$ cat src/rtl/tsp_pkg.sv
package tsp_pkg;
  parameter int TS_W  = 32;
  parameter int GAP_W = 16;
  localparam int OUT_W = TS_W + GAP_W;

  typedef struct packed {
    logic [TS_W-1:0]  ts;
    logic [GAP_W-1:0] gap;
  } hdr_t;
endpackage

$ cat src/rtl/tsp_capture.sv
module tsp_capture
  import tsp_pkg::*;
#(
  parameter int N_SMP = 8
) (
  input  logic                     clk,
  input  logic                     rst,
  input  logic                     strb,
  input  logic                     bank_busy,
  output logic                     holdoff,
  output logic                     wr_en,
  output logic                     wr_bank,
  output logic [$clog2(N_SMP)-1:0] wr_idx,
  output logic                     hdr_we,
  output hdr_t                     hdr_out,
  output logic                     frame_done
);
  localparam int IDX_W = $clog2(N_SMP);

  logic [TS_W-1:0]  ts_q;
  logic [GAP_W-1:0] gap_q;
  logic             wbank_q;
  logic [IDX_W-1:0] widx_q;
  logic             accept;

  assign holdoff    = bank_busy;
  assign accept     = strb & ~bank_busy;
  assign wr_en      = accept;
  assign wr_bank    = wbank_q;
  assign wr_idx     = widx_q;
  assign hdr_we     = accept && (widx_q == '0);
  assign hdr_out    = '{ts: ts_q, gap: gap_q};
  assign frame_done = accept && (widx_q == IDX_W'(N_SMP - 1));

  always_ff @(posedge clk) begin
    if (rst) begin
      ts_q    <= '0;
      gap_q   <= '0;
      wbank_q <= 1'b0;
      widx_q  <= '0;
    end else begin
      if (strb) ts_q <= ts_q + 1'b1;
      if (strb && bank_busy) begin
        if (gap_q != '1) gap_q <= gap_q + 1'b1;
      end else if (hdr_we) begin
        gap_q <= '0;
      end
      if (accept) begin
        if (frame_done) begin
          widx_q  <= '0;
          wbank_q <= ~wbank_q;
        end else begin
          widx_q <= widx_q + 1'b1;
        end
      end
    end
  end
endmodule

$ cat src/rtl/tsp_frame_store.sv
module tsp_frame_store
  import tsp_pkg::*;
#(
  parameter int N_SMP = 8,
  parameter int SMP_W = 16
) (
  input  logic                     clk,
  input  logic                     rst,
  input  logic                     wr_en,
  input  logic                     wr_bank,
  input  logic [$clog2(N_SMP)-1:0] wr_idx,
  input  logic [SMP_W-1:0]         wr_data,
  input  logic                     hdr_we,
  input  hdr_t                     hdr_in,
  input  logic                     set_full,
  input  logic                     rd_bank,
  input  logic [$clog2(N_SMP)-1:0] rd_idx,
  input  logic                     clr_full,
  output logic [SMP_W-1:0]         rd_data,
  output hdr_t                     rd_hdr,
  output logic                     full_w,
  output logic                     full_r
);
  localparam int ADDR_W = $clog2(2 * N_SMP);
  localparam int NBANK  = 2;

  logic [SMP_W-1:0]  mem [2 * N_SMP];
  hdr_t              hdr_q [NBANK];
  logic [NBANK-1:0]  full_q;
  logic [ADDR_W-1:0] wr_addr, rd_addr;

  assign wr_addr = ADDR_W'(wr_bank) * ADDR_W'(N_SMP) + ADDR_W'(wr_idx);
  assign rd_addr = ADDR_W'(rd_bank) * ADDR_W'(N_SMP) + ADDR_W'(rd_idx);

  always_ff @(posedge clk) begin
    if (wr_en) mem[wr_addr] <= wr_data;
  end

  assign rd_data = mem[rd_addr];
  assign rd_hdr  = hdr_q[rd_bank];
  assign full_w  = full_q[wr_bank];
  assign full_r  = full_q[rd_bank];

  for (genvar b = 0; b < NBANK; b++) begin : g_bank
    always_ff @(posedge clk) begin
      if (rst) begin
        full_q[b] <= 1'b0;
        hdr_q[b]  <= '0;
      end else begin
        if (hdr_we && wr_bank == 1'(b)) hdr_q[b] <= hdr_in;
        if (set_full && wr_bank == 1'(b)) full_q[b] <= 1'b1;
        else if (clr_full && rd_bank == 1'(b)) full_q[b] <= 1'b0;
      end
    end
  end

  // the writer never lands a sample in a slot still owned by the drain side
  a_r5_no_overwrite: assert property (@(posedge clk) disable iff (rst)
    wr_en |-> !full_q[wr_bank]);
endmodule

$ cat src/rtl/tsp_emitter.sv
module tsp_emitter
  import tsp_pkg::*;
#(
  parameter int N_SMP = 8,
  parameter int SMP_W = 16
) (
  input  logic                     clk,
  input  logic                     rst,
  input  logic                     bank_full,
  input  hdr_t                     hdr,
  input  logic [SMP_W-1:0]         rd_data,
  output logic                     rd_bank,
  output logic [$clog2(N_SMP)-1:0] rd_idx,
  output logic                     release_bank,
  output logic                     m_tvalid,
  input  logic                     m_tready,
  output logic [OUT_W-1:0]         m_tdata,
  output logic                     m_tuser,
  output logic                     m_tlast
);
  localparam int IDX_W  = $clog2(N_SMP);
  localparam int BEAT_W = $clog2(N_SMP + 1);

  logic              rbank_q;
  logic [BEAT_W-1:0] beat_q;
  logic              load;

  assign load         = bank_full && (!m_tvalid || m_tready);
  assign rd_bank      = rbank_q;
  assign rd_idx       = IDX_W'(beat_q - 1'b1);
  assign release_bank = load && (beat_q == BEAT_W'(N_SMP));

  always_ff @(posedge clk) begin
    if (rst) begin
      rbank_q  <= 1'b0;
      beat_q   <= '0;
      m_tvalid <= 1'b0;
      m_tdata  <= '0;
      m_tuser  <= 1'b0;
      m_tlast  <= 1'b0;
    end else if (load) begin
      m_tvalid <= 1'b1;
      if (beat_q == '0) begin
        m_tdata <= {hdr.ts, hdr.gap};
        m_tuser <= 1'b1;
        m_tlast <= 1'b0;
      end else begin
        m_tdata <= OUT_W'(rd_data);
        m_tuser <= 1'b0;
        m_tlast <= (beat_q == BEAT_W'(N_SMP));
      end
      if (release_bank) begin
        beat_q  <= '0;
        rbank_q <= ~rbank_q;
      end else begin
        beat_q <= beat_q + 1'b1;
      end
    end else if (m_tready) begin
      m_tvalid <= 1'b0;
    end
  end

  // a stalled word stays put
  a_r8_hold_stalled: assert property (@(posedge clk) disable iff (rst)
    (m_tvalid && !m_tready) |=> (m_tvalid && $stable(m_tdata) && $stable(m_tuser) && $stable(m_tlast)));
  // the header word never closes a frame
  a_r3_header_not_last: assert property (@(posedge clk) disable iff (rst)
    m_tvalid |-> !(m_tuser && m_tlast));
endmodule

$ cat src/rtl/tsp_packetizer.sv
module tsp_packetizer
  import tsp_pkg::*;
#(
  parameter int N_SMP = 8,
  parameter int SMP_W = 16
) (
  input  logic             clk,
  input  logic             rst,
  input  logic             smp_strb,
  input  logic [SMP_W-1:0] smp_data,
  output logic             smp_holdoff,
  output logic             m_tvalid,
  input  logic             m_tready,
  output logic [OUT_W-1:0] m_tdata,
  output logic             m_tuser,
  output logic             m_tlast
);
  localparam int IDX_W = $clog2(N_SMP);

  logic             wr_en, wr_bank, hdr_we, frame_done, full_w, full_r;
  logic [IDX_W-1:0] wr_idx, rd_idx;
  logic             rd_bank, release_bank;
  hdr_t             hdr_cap, hdr_rd;
  logic [SMP_W-1:0] rd_data;

  tsp_capture #(.N_SMP(N_SMP)) u_cap (
    .clk(clk), .rst(rst), .strb(smp_strb), .bank_busy(full_w),
    .holdoff(smp_holdoff), .wr_en(wr_en), .wr_bank(wr_bank), .wr_idx(wr_idx),
    .hdr_we(hdr_we), .hdr_out(hdr_cap), .frame_done(frame_done)
  );

  tsp_frame_store #(.N_SMP(N_SMP), .SMP_W(SMP_W)) u_store (
    .clk(clk), .rst(rst), .wr_en(wr_en), .wr_bank(wr_bank), .wr_idx(wr_idx),
    .wr_data(smp_data), .hdr_we(hdr_we), .hdr_in(hdr_cap), .set_full(frame_done),
    .rd_bank(rd_bank), .rd_idx(rd_idx), .clr_full(release_bank),
    .rd_data(rd_data), .rd_hdr(hdr_rd), .full_w(full_w), .full_r(full_r)
  );

  tsp_emitter #(.N_SMP(N_SMP), .SMP_W(SMP_W)) u_emit (
    .clk(clk), .rst(rst), .bank_full(full_r), .hdr(hdr_rd), .rd_data(rd_data),
    .rd_bank(rd_bank), .rd_idx(rd_idx), .release_bank(release_bank),
    .m_tvalid(m_tvalid), .m_tready(m_tready), .m_tdata(m_tdata),
    .m_tuser(m_tuser), .m_tlast(m_tlast)
  );

  // masking only ever begins on a frame boundary
  a_r9_mask_at_boundary: assert property (@(posedge clk) disable iff (rst)
    smp_holdoff |-> (wr_idx == '0));
  // reset leaves the outputs idle in the following cycle
  a_r1_reset_idle: assert property (@(posedge clk)
    rst |=> (!m_tvalid && !smp_holdoff));
endmodule

$ cat config.mk
export PLATFORM = sky130hd
export DESIGN_NAME = tsp_packetizer
export DESIGN_NICKNAME = d
export VERILOG_FILES = /design/src/rtl/tsp_pkg.sv /design/src/rtl/tsp_capture.sv /design/src/rtl/tsp_frame_store.sv /design/src/rtl/tsp_emitter.sv /design/src/rtl/tsp_packetizer.sv
export SDC_FILE = /design/constraint.sdc
export NUM_CORES = 1
export LEC_CHECK = 0
export BUFFER_PORTS_ARGS = -buffer_cell sky130_fd_sc_hd__buf_4
export CAP_MARGIN = 20
export CORE_ASPECT_RATIO = 1.75
export CORE_MARGIN = 5
export CORE_UTILIZATION = 55
export DETAILED_ROUTE_END_ITERATION = 6
export GPL_TIMING_DRIVEN = 1
export PLACE_DENSITY = 0.82
export SETUP_SLACK_MARGIN = 0.3
export SKIP_CTS_REPAIR_TIMING = 1
export SLEW_MARGIN = 15
export SYNTH_ARGS = -nofsm -noshare
export SYNTH_HDL_FRONTEND = slang
export SYNTH_SLANG_ARGS = --single-unit
$ cat constraint.sdc
create_clock -name clk -period 3.23 [get_ports clk]
set_input_delay 0.646 -clock clk [delete_from_list [all_inputs] [get_ports clk]]
set_output_delay 0.646 -clock clk [all_outputs]
set_load 0.01 [all_outputs]
Yosys cells after proc, flatten, opt, wreduce, memory -nomap -nowiden --
Memory sizes are Yosys's and may differ from the RTL's. A register that Yosys moved wholly into a read port is not among the register bits. Index checks and enable logic that the tools add are counted.
Word-level totals: memory bits (writable) 352, word-level logic and storage cells 87, register bits 110, memories 2
Operators by class: order comparisons 2, eq/ne operators 4, bitwise logic cells 6, $add $sub $neg 7, mux-type cells 32, reductions and logical operators 22
Memory list:
- u_store.mem | depth 16, width 16, read ports 1, clocked after Yosys merged registers in 0, write ports 1, line tsp_frame_store.sv:27 | logic [SMP_W-1:0] mem [2 * N_SMP];
- u_store.hdr_q | depth 2, width 48, read ports 1, clocked after Yosys merged registers in 1, write ports 2, line tsp_frame_store.sv:28 | hdr_t hdr_q [NBANK];
Operators with widths (count):
- two-way mux 48 bit | 3
- two-way mux 16 bit | 3
- adder 32 x 1 -> 32 bit, second input constant | 1
- two-way mux 1 bit | 24
- adder 16 x 1 -> 16 bit, second input constant | 1
- inequality test 16 bit, second input constant | 1
- logical AND 1 bit | 11
- adder 4 x 3 -> 4 bit | 2
- nonzero test 2 bit | 4
- AND reduction 2 bit | 3
- adder 4 x 1 -> 4 bit, second input constant | 1
- == test 4 bit, second input constant | 1
- logical NOT 4 bit | 1
- less-than comparator 1 x 2 -> 1 bit, second input constant | 2
- two-way mux 4 bit | 1
- adder 3 x 1 -> 3 bit, second input constant | 1
- == test 3 bit, second input constant | 1
- logical NOT 3 bit | 1
- two-way mux 3 bit | 1
- NOT 1 bit | 3
- subtractor 3 x 1 -> 3 bit, second input constant | 1
- inequality test 2 bit, second input constant | 1
- bitwise OR 1 bit | 2
- bitwise AND 1 bit | 1
- 2 further kinds | 2

Logic depth before layout (Yosys ltp) --
Gate-level depths: netlist of run 1.
depth in word-level cells 10, depth in mapped cells 12, depth with buffers taken out 7

Hierarchy --
Synthesis of run 1 repeated with hierarchy kept, for this count alone.
Second synthesis, totals: cells, all modules 1301, area total of the unflattened synthesis 19068.3 µm²
By module, submodules not included:
- tsp_frame_store | area an instance 13967.1 µm², cells each 689, instances 1
- tsp_capture | area an instance 2637.5 µm², cells each 319, instances 1
- tsp_emitter | area an instance 2463.6 µm², cells each 293, instances 1

Worst setup path after synthesis of run 1 --
OpenSTA, ideal clock, no wires.
kind input port to flip-flop, start point input port smp_strb, end point memory u_store.hdr_q[1][0] (netlist bit), enable pin, library setup time 0.384 ns, path slack -0.049 ns, required time 2.846 ns, stages on the path 4, arrival time 2.894 ns, cell sequence buf_4 nand2_1 nor3_1 or2_2
RTL lines:
- start: declaration | line tsp_packetizer.sv:9 | input logic smp_strb,
- end: declaration | line tsp_frame_store.sv:28

Final worst setup path of run 1 --
start point register u_cap.wbank_q (netlist: u_cap.wr_bank), end point memory u_store.mem[15][2], enable pin
On the way: cells in the longest elaborated chain, start to end 6, elaborated cells on any way between the ends 7
Ends and longest elaborated chain:
- start: declaration | line tsp_capture.sv:22 | logic wbank_q;
- start signal: assignment | line tsp_capture.sv:51 | wbank_q <= ~wbank_q;
- two-way mux 1 bit (implied by the code) (2 in series) | line tsp_frame_store.sv:41 | assign full_w = full_q[wr_bank];
- NOT 1 bit | line tsp_capture.sv:27 | assign accept = strb & ~bank_busy;
- bitwise AND 1 bit | line tsp_capture.sv:27
- two-way mux 1 bit | line tsp_frame_store.sv:36 | if (wr_en) mem[wr_addr] <= wr_data;
- two-way mux 1 bit (implied by the code) | line tsp_frame_store.sv:36
- end: declaration | line tsp_frame_store.sv:27
Several ways; a longest one is shown, not always the timed one. The select of a mux whose other input is x is not followed.

==> metrics.txt, run 1 <==
# TYPE chip_impl_metric gauge
chip_impl_info{name="status",value="completed"} 1
chip_impl_metric{name="cts-htree-levels",unit=""} 2
chip_impl_metric{name="finalMaxSlewViolations",unit=""} 0
chip_impl_metric{name="synth_fp_nets",unit=""} 1349
chip_impl_metric{name="r2r.worst_path.cells",unit=""} 5
chip_impl_metric{name="avgRoutedWirePerCell",unit="um"} 21.9
chip_impl_metric{name="chipWidth",unit="um"} 149
chip_impl_metric{name="regArea",unit="um2"} 12800
chip_impl_info{name="hp-class",value="input pin to register"} 1
chip_impl_metric{name="die_area",unit="um2"} 37900
chip_impl_metric{name="global_route.overflow_total",unit=""} 0
chip_impl_metric{name="yosysWarnings",unit=""} 0
chip_impl_metric{name="cts_made_buffers",unit=""} 41
chip_impl_metric{name="area.growth.synth_to_final",unit="%"} 13.0
chip_impl_metric{name="grt_antenna_before_repair",unit=""} 0
chip_impl_metric{name="power.leakage",unit="nW"} 7.22
chip_impl_metric{name="multi_input_comb_area",unit="um2"} 5520
chip_impl_metric{name="maximum_clock_path_buffer_count",unit=""} 3
chip_impl_metric{name="total_of_max_cap_violations",unit=""} 0
chip_impl_metric{name="place_hpwl",unit="um"} 25100
chip_impl_metric{name="fmax",unit="MHz"} 423
chip_impl_metric{name="ys_seq_area_share",unit="%"} 68.5
chip_impl_metric{name="totalWireLength",unit="um"} 41000
chip_impl_metric{name="clkSlewWorstSetupHoldPaths",unit="ps"} 70
chip_impl_metric{name="finish.net_count",unit=""} 1413
chip_impl_metric{name="cp_max_fo",unit=""} 16
chip_impl_metric{name="hold_path_depth",unit=""} 1
chip_impl_metric{name="fp.dieH",unit="um"} 254
chip_impl_metric{name="cp_data_arrival_time",unit="ps"} 2560
chip_impl_metric{name="power.share.combinational",unit="%"} 2.2
chip_impl_metric{name="violation_count_after_the_first_detailed_route_iteration",unit=""} 937
chip_impl_metric{name="initial_core_util",unit="%"} 55.5
chip_impl_metric{name="num-fill-cells",unit=""} 2428
chip_impl_metric{name="p_clk_share",unit="%"} 41.5
chip_impl_info{name="critical_path.endpoint_type",value="register"} 1
chip_impl_info{name="grt_setup_unrepaired",value="no"} 1
chip_impl_metric{name="netSwitchingFraction",unit="%"} 20.3
chip_impl_metric{name="period_share",unit="%"} 73.2
chip_impl_info{name="commonest_cells_after_routing_fill_and_taps_aside",value="sky130_fd_sc_hd__edfxtp_1 (352), sky130_fd_sc_hd__nor2_1 (186), sky130_fd_sc_hd__dfxtp_1 (109)"} 1
chip_impl_metric{name="final-hold-violation-count",unit=""} 0
chip_impl_metric{name="detail_route.drc_violations",unit=""} 0
chip_impl_metric{name="grt_start_max_net_pins",unit=""} 68
chip_impl_metric{name="drtPass1Iterations",unit=""} 6
chip_impl_metric{name="timing.final.setup_violations",unit=""} 0
chip_impl_metric{name="syn_avg_cell_area",unit="um2"} 14.2
chip_impl_metric{name="yosys_register_bits",unit=""} 463
chip_impl_metric{name="syn-instance-count",unit=""} 1319
chip_impl_metric{name="final_critical_path_setup_slack",unit="ps"} 865
chip_impl_metric{name="slew_headroom",unit="%"} 42.1
chip_impl_metric{name="drt-vias-per-instance",unit=""} 6.02
chip_impl_metric{name="worstSkewPairLatency",unit="ps"} 550
chip_impl_metric{name="part_of_the_total_power_dissipated_in_sequential_elements",unit="%"} 56.3
chip_impl_metric{name="synth_area",unit="um2"} 18700
chip_impl_metric{name="global_route_wire_length_before_repair",unit="um"} 63500
chip_impl_metric{name="place.gp.congestion",unit=""} 0.888
chip_impl_metric{name="grt.total_usage",unit="%"} 21.7
chip_impl_metric{name="n_antenna_cell",unit=""} 0
chip_impl_metric{name="worstMarginPinSlew",unit="ps"} 868
chip_impl_metric{name="first_global_vias",unit=""} 11400
chip_impl_metric{name="final_critical_path_required_period",unit="ps"} 2360
chip_impl_metric{name="vias",unit=""} 11300
chip_impl_info{name="worst-setup-path-type",value="register to register"} 1
chip_impl_metric{name="fp-row-count",unit=""} 89
chip_impl_metric{name="io_pins",unit=""} 72
chip_impl_info{name="hp_start",value="smp_data[11]"} 1
chip_impl_info{name="cts_tree",value="built"} 1
chip_impl_metric{name="drt.antenna.violating_nets",unit=""} 0
chip_impl_metric{name="worst_clock_skew",unit="ps"} 25.3
chip_impl_metric{name="cts.sinks",unit=""} 463
chip_impl_metric{name="cp_data_required_time",unit="ps"} 3430
chip_impl_info{name="critical_path.reg2reg.startpoint",value="u_cap.wr_bank"} 1
chip_impl_metric{name="detailedPlace.worstSlack",unit="ps"} 708
chip_impl_info{name="cp-start-kind",value="register"} 1
chip_impl_info{name="worst_hold_path.endpoint",value="u_store.mem[9][11]"} 1
chip_impl_metric{name="yosysUniqueCellTypes",unit=""} 46
chip_impl_metric{name="p_per_area",unit="nW/um2"} 551
chip_impl_metric{name="p_sw",unit="mW"} 2.36
chip_impl_metric{name="drive_above_1_share",unit="%"} 18.1
chip_impl_info{name="clockRootBuffer",value="sky130_fd_sc_hd__clkbuf_16"} 1
chip_impl_metric{name="totalNegativeSetupSlack",unit="ps"} 0
chip_impl_metric{name="worst-r2r-setup-slack",unit="ps"} 870
chip_impl_metric{name="numPortBuffers",unit=""} 71
chip_impl_metric{name="worst_ir_drop_vdd",unit="uV"} 526
chip_impl_info{name="critical_path.reg2reg.endpoint",value="u_store.mem[15][2]"} 1
chip_impl_info{name="layout_commonest_cell",value="sky130_fd_sc_hd__edfxtp_1"} 1
chip_impl_metric{name="cell_internal_pwr",unit="mW"} 9.27
chip_impl_metric{name="coreArea",unit="um2"} 33600
==> metal layers <==
layer,part of all wire [%],vias to the layer above,global-route usage (%)
met2,54,480,39.8
met1,36,5675,25.6
met3,6.2,87,3.12
li1,-,5016,-
met4,3.7,0,8.25
met5,0,-,0
==> state kept, by name, indices dropped and copies added, names as in the netlist, named ones only <==
register,flops
u_emit.m_tvalid,1
u_store.hdr_q,96
u_cap.ts_q,32
u_store.mem,256
u_emit.rd_bank,1
u_emit.m_tdata,48
u_cap.wr_bank,1
u_emit.beat_q,4
u_cap.gap_q,16
u_store.full_q,2
u_emit.m_tlast,1
u_emit.m_tuser,1
u_cap.wr_idx,3
==> power groups by stage <==
| stage | clock network (mW) | registers [mW] | logic (mW) |
|---|---|---|---|
| floorplan | 0 | 6.66 | 0.137 |
| global placement | 0 | 6.66 | 0.248 |
| detailed placement | 0 | 6.67 | 0.256 |
| CTS | 4.89 | 6.54 | 0.259 |
| global route | 5.15 | 6.54 | 0.283 |
| finish | 4.83 | 6.54 | 0.260 |
==> synthesized netlist by cell type, drive strengths merged <==
| master | instances | area, um2 |
|---|---|---|
| edfxtp | 352 | 10600 |
| nor2 | 188 | 711 |
| dfxtp | 111 | 2220 |
| a21oi | 64 | 320 |
| mux4 | 64 | 1440 |
| nand2 | 64 | 240 |
| mux2i | 56 | 561 |
| and3 | 55 | 344 |
| and2 | 53 | 332 |
| clkbuf | 52 | 195 |
| nor3 | 46 | 230 |
| buf | 30 | 144 |
| xnor2 | 29 | 254 |
| nand3 | 18 | 90.1 |
| inv | 17 | 63.8 |
| o221ai | 16 | 140 |
| nor4 | 15 | 100 |
| nand4 | 12 | 75.1 |
| o21ai | 12 | 60.1 |
| ha | 10 | 125 |
| xor2 | 10 | 87.6 |
| and4 | 8 | 70.1 |
| or2 | 6 | 37.5 |
| nor2b | 4 | 25.0 |
| or3 | 4 | 30.0 |
| nand2b | 3 | 18.8 |
| o311ai | 3 | 26.3 |
| mux2 | 2 | 26.3 |
| o211ai | 2 | 15.0 |
| o21a | 2 | 16.3 |
| o41ai | 2 | 17.5 |
| or4 | 2 | 15.0 |
| a2111oi | 1 | 15.0 |
| a211oi | 1 | 7.51 |
| a32o | 1 | 10.0 |
| nor3b | 1 | 7.51 |
| nor4b | 1 | 8.76 |
| o31ai | 1 | 7.51 |
| or4b | 1 | 10.0 |
==> through the flow <==
step / std cells / power (mW) / instance area, um2 / hold WS (ps) / utilization, %
detailed placement: 1795 / 6.92 / 19800 / 431 / 58.8
floorplan: 1319 / 6.79 / 18700 / 463 / -
CTS: 1870 / 11.7 / 21100 / 390 / 62.7
finish: 1870 / 11.6 / 21100 / 404 / 62.7
global placement: 1795 / 6.91 / 19800 / 427 / 58.8
global route: 1870 / 12.0 / 21100 / 398 / 62.7
==> how the worst max path moves through the flow <==
stage	start	end	slack [ps]
floorplan	smp_strb	u_store.hdr_q[0][0]	350
global placement	rst	u_cap.gap_q[13]	870
detailed placement	rst	u_cap.gap_q[9]	710
CTS	u_emit.beat_q[1]	u_emit.m_tdata[5]	880
global route	u_emit.beat_q[0]	u_emit.m_tdata[32]	700
finish	u_cap.wr_bank	u_store.mem[15][2]	870
==> critical path, cell delays in order, from the launching register on <==
cell and delay [ps]:
sky130_fd_sc_hd__dfxtp_1 600, sky130_fd_sc_hd__mux2_4 390, sky130_fd_sc_hd__nor2_2 320, sky130_fd_sc_hd__nand2_1 200, sky130_fd_sc_hd__nor2_1 160, sky130_fd_sc_hd__buf_4 350
==> area by class of cell <==
type,count,area share (%)
tap,455,2.70
clock inverter,20,0.807
sequential,463,60.7
multi-input combinational,757,26.1
timing repair buffer,103,3.90
clock buffer,55,5.49
inverter,17,0.302
==> cell families (layout without fill, tap and decap cells) <==
group,Yosys count,in the layout,synth area share [%]
flip-flops,463,463,68.5
AND/OR/NAND/NOR,481,481,12.6
multiplexers,122,122,10.9
XOR/XNOR,39,39,1.83
buffers and inverters,99,195,2.16
adder cells (fa/ha/maj),10,10,0.670
AO/OA/AOI/OAI,105,105,3.40
(Power assumes the default switching activity.)
==> run 2: changes to the inputs <==
- clock period: 3.23 -> 2.1 ns (I/O delays scaled with it)
==> run 2 against run 1 <==
  * Sequential power grew 54%
  * Largest cell class unchanged
  * Clock skew up 7.1 ps
  * Utilization up 4.9 points
  * Sequential share of layout area fell by 4.2 points
  * Highest routed layer unchanged
  * Register-to-register slack lost 800 ps
  * Worst hold slack worse by 250 ps
  * Power up 60%
  * Clock power is 65% higher
  * Via count rose by 6.1%
  * Critical path type unchanged
  * Maximum frequency is 16% higher
  * Critical path depth grew 2
  * Cell count is 3.4% higher
==> metrics.txt, run 2 (synthesis gave the netlist of run 1 again) <==
# TYPE chip_impl_metric gauge
chip_impl_metric{name="cts_made_buffers",unit=""} 40
chip_impl_metric{name="final-hold-violation-count",unit=""} 0
chip_impl_info{name="critical_path.endpoint_type",value="register"} 1
chip_impl_metric{name="chipWidth",unit="um"} 149
chip_impl_metric{name="fp-row-count",unit=""} 89
chip_impl_info{name="critPathLaunch",value="u_emit.beat_q[0]"} 1
chip_impl_info{name="grt_setup_unrepaired",value="yes"} 1
chip_impl_info{name="worst-setup-path-type",value="register to register"} 1
chip_impl_metric{name="drtPass1Iterations",unit=""} 7
chip_impl_metric{name="fp.dieH",unit="um"} 254
chip_impl_metric{name="final_util",unit="%"} 67.6
chip_impl_metric{name="global_route.overflow_total",unit=""} 0
chip_impl_metric{name="coreArea",unit="um2"} 33600
chip_impl_metric{name="grt.total_usage",unit="%"} 22.5
chip_impl_metric{name="worst_ir_drop_vdd",unit="uV"} 757
chip_impl_metric{name="timing.final.setup_violations",unit=""} 0
chip_impl_metric{name="numPortBuffers",unit=""} 71
chip_impl_metric{name="regArea",unit="um2"} 12800
chip_impl_metric{name="area.growth.synth_to_final",unit="%"} 21.7
chip_impl_info{name="commonest_cells_after_routing_fill_and_taps_aside",value="sky130_fd_sc_hd__edfxtp_1 (352), sky130_fd_sc_hd__nor2_1 (165), sky130_fd_sc_hd__buf_4 (120)"} 1
chip_impl_metric{name="vias",unit=""} 11900
chip_impl_metric{name="finalInstanceArea",unit="um2"} 22700
chip_impl_metric{name="r2r.worst_path.cells",unit=""} 7
chip_impl_info{name="status",value="completed"} 1
chip_impl_metric{name="maximum_clock_path_buffer_count",unit=""} 3
chip_impl_metric{name="grt_start_max_net_pins",unit=""} 49
chip_impl_metric{name="detail_route.drc_violations",unit=""} 0
chip_impl_info{name="hp_start",value="smp_data[8]"} 1
chip_impl_metric{name="total_of_max_cap_violations",unit=""} 0
chip_impl_info{name="hp-class",value="input pin to register"} 1
chip_impl_metric{name="cts-htree-levels",unit=""} 2
chip_impl_metric{name="worstSkewPairLatency",unit="ps"} 560
chip_impl_metric{name="drt-vias-per-instance",unit=""} 6.17
chip_impl_metric{name="multi_input_comb_area",unit="um2"} 6060
chip_impl_info{name="critical_path.reg2reg.endpoint",value="u_emit.m_tdata[8]"} 1
chip_impl_metric{name="whs",unit="ps"} 154
chip_impl_metric{name="p_per_area",unit="nW/um2"} 816
chip_impl_metric{name="initial_core_util",unit="%"} 55.5
chip_impl_info{name="cts_tree",value="built"} 1
chip_impl_metric{name="power.leakage",unit="nW"} 7.74
chip_impl_metric{name="placed_area",unit="um2"} 20400
chip_impl_metric{name="clkSlewWorstSetupHoldPaths",unit="ps"} 70
chip_impl_metric{name="cts.sinks",unit=""} 463
chip_impl_metric{name="worst-r2r-setup-slack",unit="ps"} 60
chip_impl_metric{name="total_power",unit="mW"} 18.6
chip_impl_metric{name="worst_clock_skew",unit="ps"} 32.4
chip_impl_info{name="regMostFlops",value="u_store.mem"} 1
chip_impl_metric{name="cp_data_required_time",unit="ps"} 2600
chip_impl_metric{name="drive_above_1_share",unit="%"} 28.5
chip_impl_metric{name="totalWireLength",unit="um"} 48000
chip_impl_metric{name="drt.antenna.violating_nets",unit=""} 0
chip_impl_metric{name="die_area",unit="um2"} 37900
chip_impl_metric{name="num-fill-cells",unit=""} 2127
chip_impl_metric{name="cp_max_fo",unit=""} 11
chip_impl_metric{name="final_critical_path_required_period",unit="ps"} 2040
chip_impl_metric{name="detailedPlace.worstSlack",unit="ps"} -14.2
chip_impl_info{name="timing.critical_path.to",value="u_emit.m_tdata[8]"} 1
chip_impl_metric{name="global_route_wire_length_before_repair",unit="um"} 65200
chip_impl_metric{name="cp_data_arrival_time",unit="ps"} 2530
chip_impl_metric{name="grt_antenna_before_repair",unit=""} 1
chip_impl_info{name="critical_path.reg2reg.startpoint",value="u_emit.beat_q[0]"} 1
chip_impl_metric{name="period_share",unit="%"} 97.0
chip_impl_metric{name="final_critical_path_setup_slack",unit="ps"} 63.3
chip_impl_metric{name="worstMarginPinSlew",unit="ps"} 605
chip_impl_metric{name="violation_count_after_the_first_detailed_route_iteration",unit=""} 1342
chip_impl_metric{name="largest_register_ff_count",unit=""} 256
chip_impl_metric{name="io_pins",unit=""} 72
chip_impl_info{name="cp-start-kind",value="register"} 1
chip_impl_metric{name="first_global_vias",unit=""} 11500
chip_impl_metric{name="finish.net_count",unit=""} 1476
chip_impl_metric{name="place.gp.congestion",unit=""} 0.874
chip_impl_metric{name="avgRoutedWirePerCell",unit="um"} 24.8
chip_impl_metric{name="slew_headroom",unit="%"} 58.9
chip_impl_metric{name="place_hpwl",unit="um"} 26500
chip_impl_info{name="layout_commonest_cell",value="sky130_fd_sc_hd__edfxtp_1"} 1
chip_impl_metric{name="finalMaxSlewViolations",unit=""} 0
chip_impl_info{name="clockRootBuffer",value="sky130_fd_sc_hd__clkbuf_16"} 1
chip_impl_metric{name="fmax",unit="MHz"} 491
chip_impl_info{name="biggestRegsByFlops",value="u_store.mem: 256 flops, u_store.hdr_q: 96 flops, u_emit.m_tdata: 48 flops"} 1
## run 2: cell types whose count changed in the layout (fill, tap and decap cells not counted), moves of 15 or more
cell                      change
sky130_fd_sc_hd__buf_12      +20
sky130_fd_sc_hd__buf_4       +21
sky130_fd_sc_hd__nor3_2      +15
sky130_fd_sc_hd__nor2_1      -21
sky130_fd_sc_hd__dfxtp_1     -16
sky130_fd_sc_hd__nor3_1      -19
## run 2: worst min-delay path by stage
stage	cells after the start	slack (ps)	to
finish	1	150	u_store.mem[7][8]
global route	1	160	u_store.mem[4][10]
CTS	1	140	u_store.mem[6][8]
detailed placement	2	430	u_emit.m_tdata[6]
global placement	2	430	u_emit.m_tdata[1]
floorplan	2	460	u_emit.m_tdata[0]
## run 2: routing by layer
metal	share of wire (%)	global-route usage, %	routed length, um
met4	4.7	9.55	2240
met1	34	26.2	16300
met3	7.1	3.14	3410
met2	54	41.4	26100
met5	0	0	0
## run 2: metrics by stage
step	setup TNS, ps	instances
after floorplan	0	1319
after global placement	0	1822
after detailed placement	-14.2	1822
after CTS	-128	1896
after global routing	0	1934
final	0	1934
## run 2: report_power, final
group	switching (mW)	total, mW	internal (mW)
combinational	0.363	0.527	0.164
sequential	0.0593	10.1	10.0
clock	3.42	7.97	4.54
total	3.85	18.6	14.7
## run 2: area by class of cell
type	count	share of cell area [%]
diodes	1	0.0110
multi-input cells	759	26.7
repair buffers	165	7.87
clock buffers	44	4.65
inverters	17	0.314
well taps	455	2.50
clock inverters	30	1.56
flip-flops and latches	463	56.4
## run 2: critical path, cell delays in order (launching register included)
cell and delay [ps]:
sky130_fd_sc_hd__dfxtp_4 380, sky130_fd_sc_hd__inv_6 80, sky130_fd_sc_hd__ha_1 240, sky130_fd_sc_hd__a21oi_2 120
sky130_fd_sc_hd__mux2i_2 510, sky130_fd_sc_hd__buf_4 350, sky130_fd_sc_hd__o221ai_1 190, sky130_fd_sc_hd__nand2_1 120
==> run 3: changes to the inputs <==
==> constraint.sdc (replaced) <==
create_clock -name clk -period 2.1 [get_ports clk]
set_input_delay 0.315 -clock clk [delete_from_list [all_inputs] [get_ports clk]]
set_output_delay 0.315 -clock clk [all_outputs]
set_load 0.01 [all_outputs]
==> run 3 against run 2 <==
  * Count of clock-buffer cells in the layout is 13 higher
  * Combinational power decreased by 0.8%
  * Power decreased by 1.4%
  * Clock power shrank 3.3%
  * First-iteration DRC count down 26%
  * Final area fell by 1.3%
  * Non-clock buffer count down 15
  * Maximum frequency rose by 4.0%
  * Sequential share of layout area grew 0.77 points
  * Critical path type unchanged
  * Critical endpoint is now u_emit.m_tdata[6]
  * Largest cell class unchanged
  * Largest power group unchanged
==> metrics.txt, run 3 (synthesis gave the netlist of run 1 again) <==
# TYPE chip_impl_metric gauge
chip_impl_info{name="status",value="completed"} 1
chip_impl_info{name="layout_commonest_cell",value="sky130_fd_sc_hd__edfxtp_1"} 1
chip_impl_metric{name="grt_start_max_net_pins",unit=""} 57
chip_impl_info{name="clockRootBuffer",value="sky130_fd_sc_hd__clkbuf_16"} 1
chip_impl_metric{name="p_per_area",unit="nW/um2"} 816
chip_impl_metric{name="largest_register_ff_count",unit=""} 256
chip_impl_info{name="hp-class",value="input pin to register"} 1
chip_impl_metric{name="io_pins",unit=""} 72
chip_impl_metric{name="place.gp.congestion",unit=""} 0.865
chip_impl_metric{name="cp_max_fo",unit=""} 9
chip_impl_metric{name="clkSlewWorstSetupHoldPaths",unit="ps"} 70
chip_impl_metric{name="period_share",unit="%"} 93.2
chip_impl_metric{name="cp_data_required_time",unit="ps"} 2540
chip_impl_metric{name="cts.sinks",unit=""} 463
chip_impl_metric{name="part_of_the_total_power_dissipated_in_sequential_elements",unit="%"} 55.0
chip_impl_metric{name="detail_route.drc_violations",unit=""} 0
chip_impl_metric{name="maximum_clock_path_buffer_count",unit=""} 3
chip_impl_metric{name="p_sw",unit="mW"} 3.73
chip_impl_metric{name="cts_made_buffers",unit=""} 41
chip_impl_metric{name="final_critical_path_required_period",unit="ps"} 1960
chip_impl_metric{name="worstMarginPinSlew",unit="ps"} 565
chip_impl_info{name="worst-setup-path-type",value="register to register"} 1
chip_impl_metric{name="worst_clock_skew",unit="ps"} 21.7
chip_impl_metric{name="drt-vias-per-instance",unit=""} 6.07
chip_impl_metric{name="initial_core_util",unit="%"} 55.5
chip_impl_metric{name="worstSkewPairLatency",unit="ps"} 560
chip_impl_metric{name="drtPass1Iterations",unit=""} 6
chip_impl_info{name="regMostFlops",value="u_store.mem"} 1
chip_impl_metric{name="totalNegativeSetupSlack",unit="ps"} 0
chip_impl_metric{name="place_hpwl",unit="um"} 26700
chip_impl_metric{name="dpl.cell_count",unit=""} 1816
chip_impl_metric{name="worst_ir_drop_vdd",unit="uV"} 701
chip_impl_metric{name="grt_antenna_before_repair",unit=""} 1
chip_impl_metric{name="coreArea",unit="um2"} 33600
chip_impl_metric{name="p_clk_share",unit="%"} 42.2
chip_impl_metric{name="fp.dieH",unit="um"} 254
chip_impl_metric{name="timing.final.setup_violations",unit=""} 0
chip_impl_metric{name="whs",unit="ps"} 53.1
chip_impl_metric{name="total_of_max_cap_violations",unit=""} 0
chip_impl_metric{name="cts-htree-levels",unit=""} 2
chip_impl_metric{name="chipWidth",unit="um"} 149
chip_impl_metric{name="power.leakage",unit="nW"} 7.68
chip_impl_metric{name="finish.net_count",unit=""} 1461
chip_impl_info{name="cp-start-kind",value="register"} 1
chip_impl_metric{name="power.share.combinational",unit="%"} 2.9
chip_impl_info{name="commonest_cells_after_routing_fill_and_taps_aside",value="sky130_fd_sc_hd__edfxtp_1 (352), sky130_fd_sc_hd__nor2_1 (166), sky130_fd_sc_hd__buf_4 (113)"} 1
chip_impl_info{name="cts_tree",value="built"} 1
chip_impl_info{name="biggestRegsByFlops",value="u_store.mem: 256 flops, u_store.hdr_q: 96 flops, u_emit.m_tdata: 48 flops"} 1
chip_impl_metric{name="die_area",unit="um2"} 37900
chip_impl_metric{name="violation_count_after_the_first_detailed_route_iteration",unit=""} 993
chip_impl_metric{name="netSwitchingFraction",unit="%"} 20.4
chip_impl_metric{name="numPortBuffers",unit=""} 71
chip_impl_metric{name="grt.total_usage",unit="%"} 23.0
chip_impl_metric{name="stdcell_count",unit=""} 1919
chip_impl_metric{name="cell_internal_pwr",unit="mW"} 14.6
chip_impl_metric{name="fmax",unit="MHz"} 511
chip_impl_metric{name="first_global_vias",unit=""} 11500
chip_impl_metric{name="cp_data_arrival_time",unit="ps"} 2400
chip_impl_metric{name="vias",unit=""} 11700
chip_impl_info{name="grt_setup_unrepaired",value="yes"} 1
chip_impl_metric{name="drive_above_1_share",unit="%"} 26.2
chip_impl_metric{name="finalMaxSlewViolations",unit=""} 0
chip_impl_metric{name="fp-row-count",unit=""} 89
chip_impl_metric{name="totalWireLength",unit="um"} 46000
chip_impl_metric{name="global_route_wire_length_before_repair",unit="um"} 66100
chip_impl_metric{name="slew_headroom",unit="%"} 62.4
chip_impl_metric{name="final-hold-violation-count",unit=""} 0
chip_impl_metric{name="global_route.overflow_total",unit=""} 0
chip_impl_metric{name="drt.antenna.violating_nets",unit=""} 0
chip_impl_metric{name="area.growth.synth_to_final",unit="%"} 20.1
chip_impl_metric{name="worst-r2r-setup-slack",unit="ps"} 140
chip_impl_info{name="critical_path.endpoint_type",value="register"} 1
chip_impl_metric{name="avgRoutedWirePerCell",unit="um"} 24.0
run 3: cell types whose count changed in the layout (fill, tap and decap cells not counted), moves of 3 or more:
cell / change
sky130_fd_sc_hd__clkinvlp_4: -5
sky130_fd_sc_hd__clkbuf_8: +3
sky130_fd_sc_hd__buf_6: -3
sky130_fd_sc_hd__nor3_1: +9
sky130_fd_sc_hd__buf_4: -7
sky130_fd_sc_hd__dfxtp_2: -4
sky130_fd_sc_hd__clkinv_4: -3
sky130_fd_sc_hd__nor3_2: -9
sky130_fd_sc_hd__dfxtp_1: +3
sky130_fd_sc_hd__clkinv_1: -4
sky130_fd_sc_hd__bufinv_16: -3
sky130_fd_sc_hd__nor4_2: -4
sky130_fd_sc_hd__clkbuf_1: +9
run 3: worst max-delay path: stages (launching register included):
cell                        delay, ps
sky130_fd_sc_hd__dfxtp_4          410
sky130_fd_sc_hd__inv_6             50
sky130_fd_sc_hd__ha_4             330
sky130_fd_sc_hd__buf_4            140
sky130_fd_sc_hd__clkbuf_16        150
sky130_fd_sc_hd__mux4_2           290
sky130_fd_sc_hd__nor2_1           160
sky130_fd_sc_hd__nor2_1            60
sky130_fd_sc_hd__o221ai_1         190
sky130_fd_sc_hd__nand2_1           80
run 3: final timing paths:
path	startpoint	depth (start not counted)	end
hold / removal	smp_data[10]	1	u_store.mem[13][10]
hold reg to reg	u_emit.m_tdata[12]	2	u_emit.m_tdata[12]
setup reg to reg	u_emit.beat_q[0]	9	u_emit.m_tdata[6]
setup / recovery	u_emit.beat_q[0]	9	u_emit.m_tdata[6]
run 3: stage by stage:
step | worst slack [ps] | util [%] | area (um2) | power [mW]
CTS | 0.874 | 64.7 | 21700 | 18.3
detailed placement | 51.0 | 60.5 | 20400 | 10.7
floorplan | 28.2 | - | 19000 | 10.5
global route | 23.0 | 66.7 | 22400 | 18.8
global placement | 144 | 60.5 | 20400 | 10.7
finish | 142 | 66.7 | 22400 | 18.3
run 3: per-layer routing:
layer / up-vias / wire length (um) / GRT usage (%) / part of all wire, %
li1: 5145 / - / - / -
met1: 5793 / 15600 / 26.5 / 34
met2: 581 / 25000 / 41.8 / 54
met3: 138 / 2920 / 3.14 / 6.3
met4: 0 / 2470 / 11.2 / 5.4
met5: - / 0 / 0 / 0
run 3: power groups by stage:
stage          Clock [mW]  Combinational, mW  Sequential, mW
2_1_floorplan           0              0.244            10.2
3_3_place_gp            0              0.449            10.2
3_5_place_dp            0              0.462            10.3
4_1_cts              7.79              0.465            10.1
5_1_grt              8.22              0.557            10.1
6_report             7.71              0.523            10.1
run 3: area by class of cell:
class,instances,area (um2)
diodes,1,2.50
clock buffers,57,1160
clock inverters,18,230
fillers,2202,11200
inverters,17,71.3
multi-input cells,758,5980
flip-flops and latches,463,12800
well taps,455,569
repair buffers,150,1590
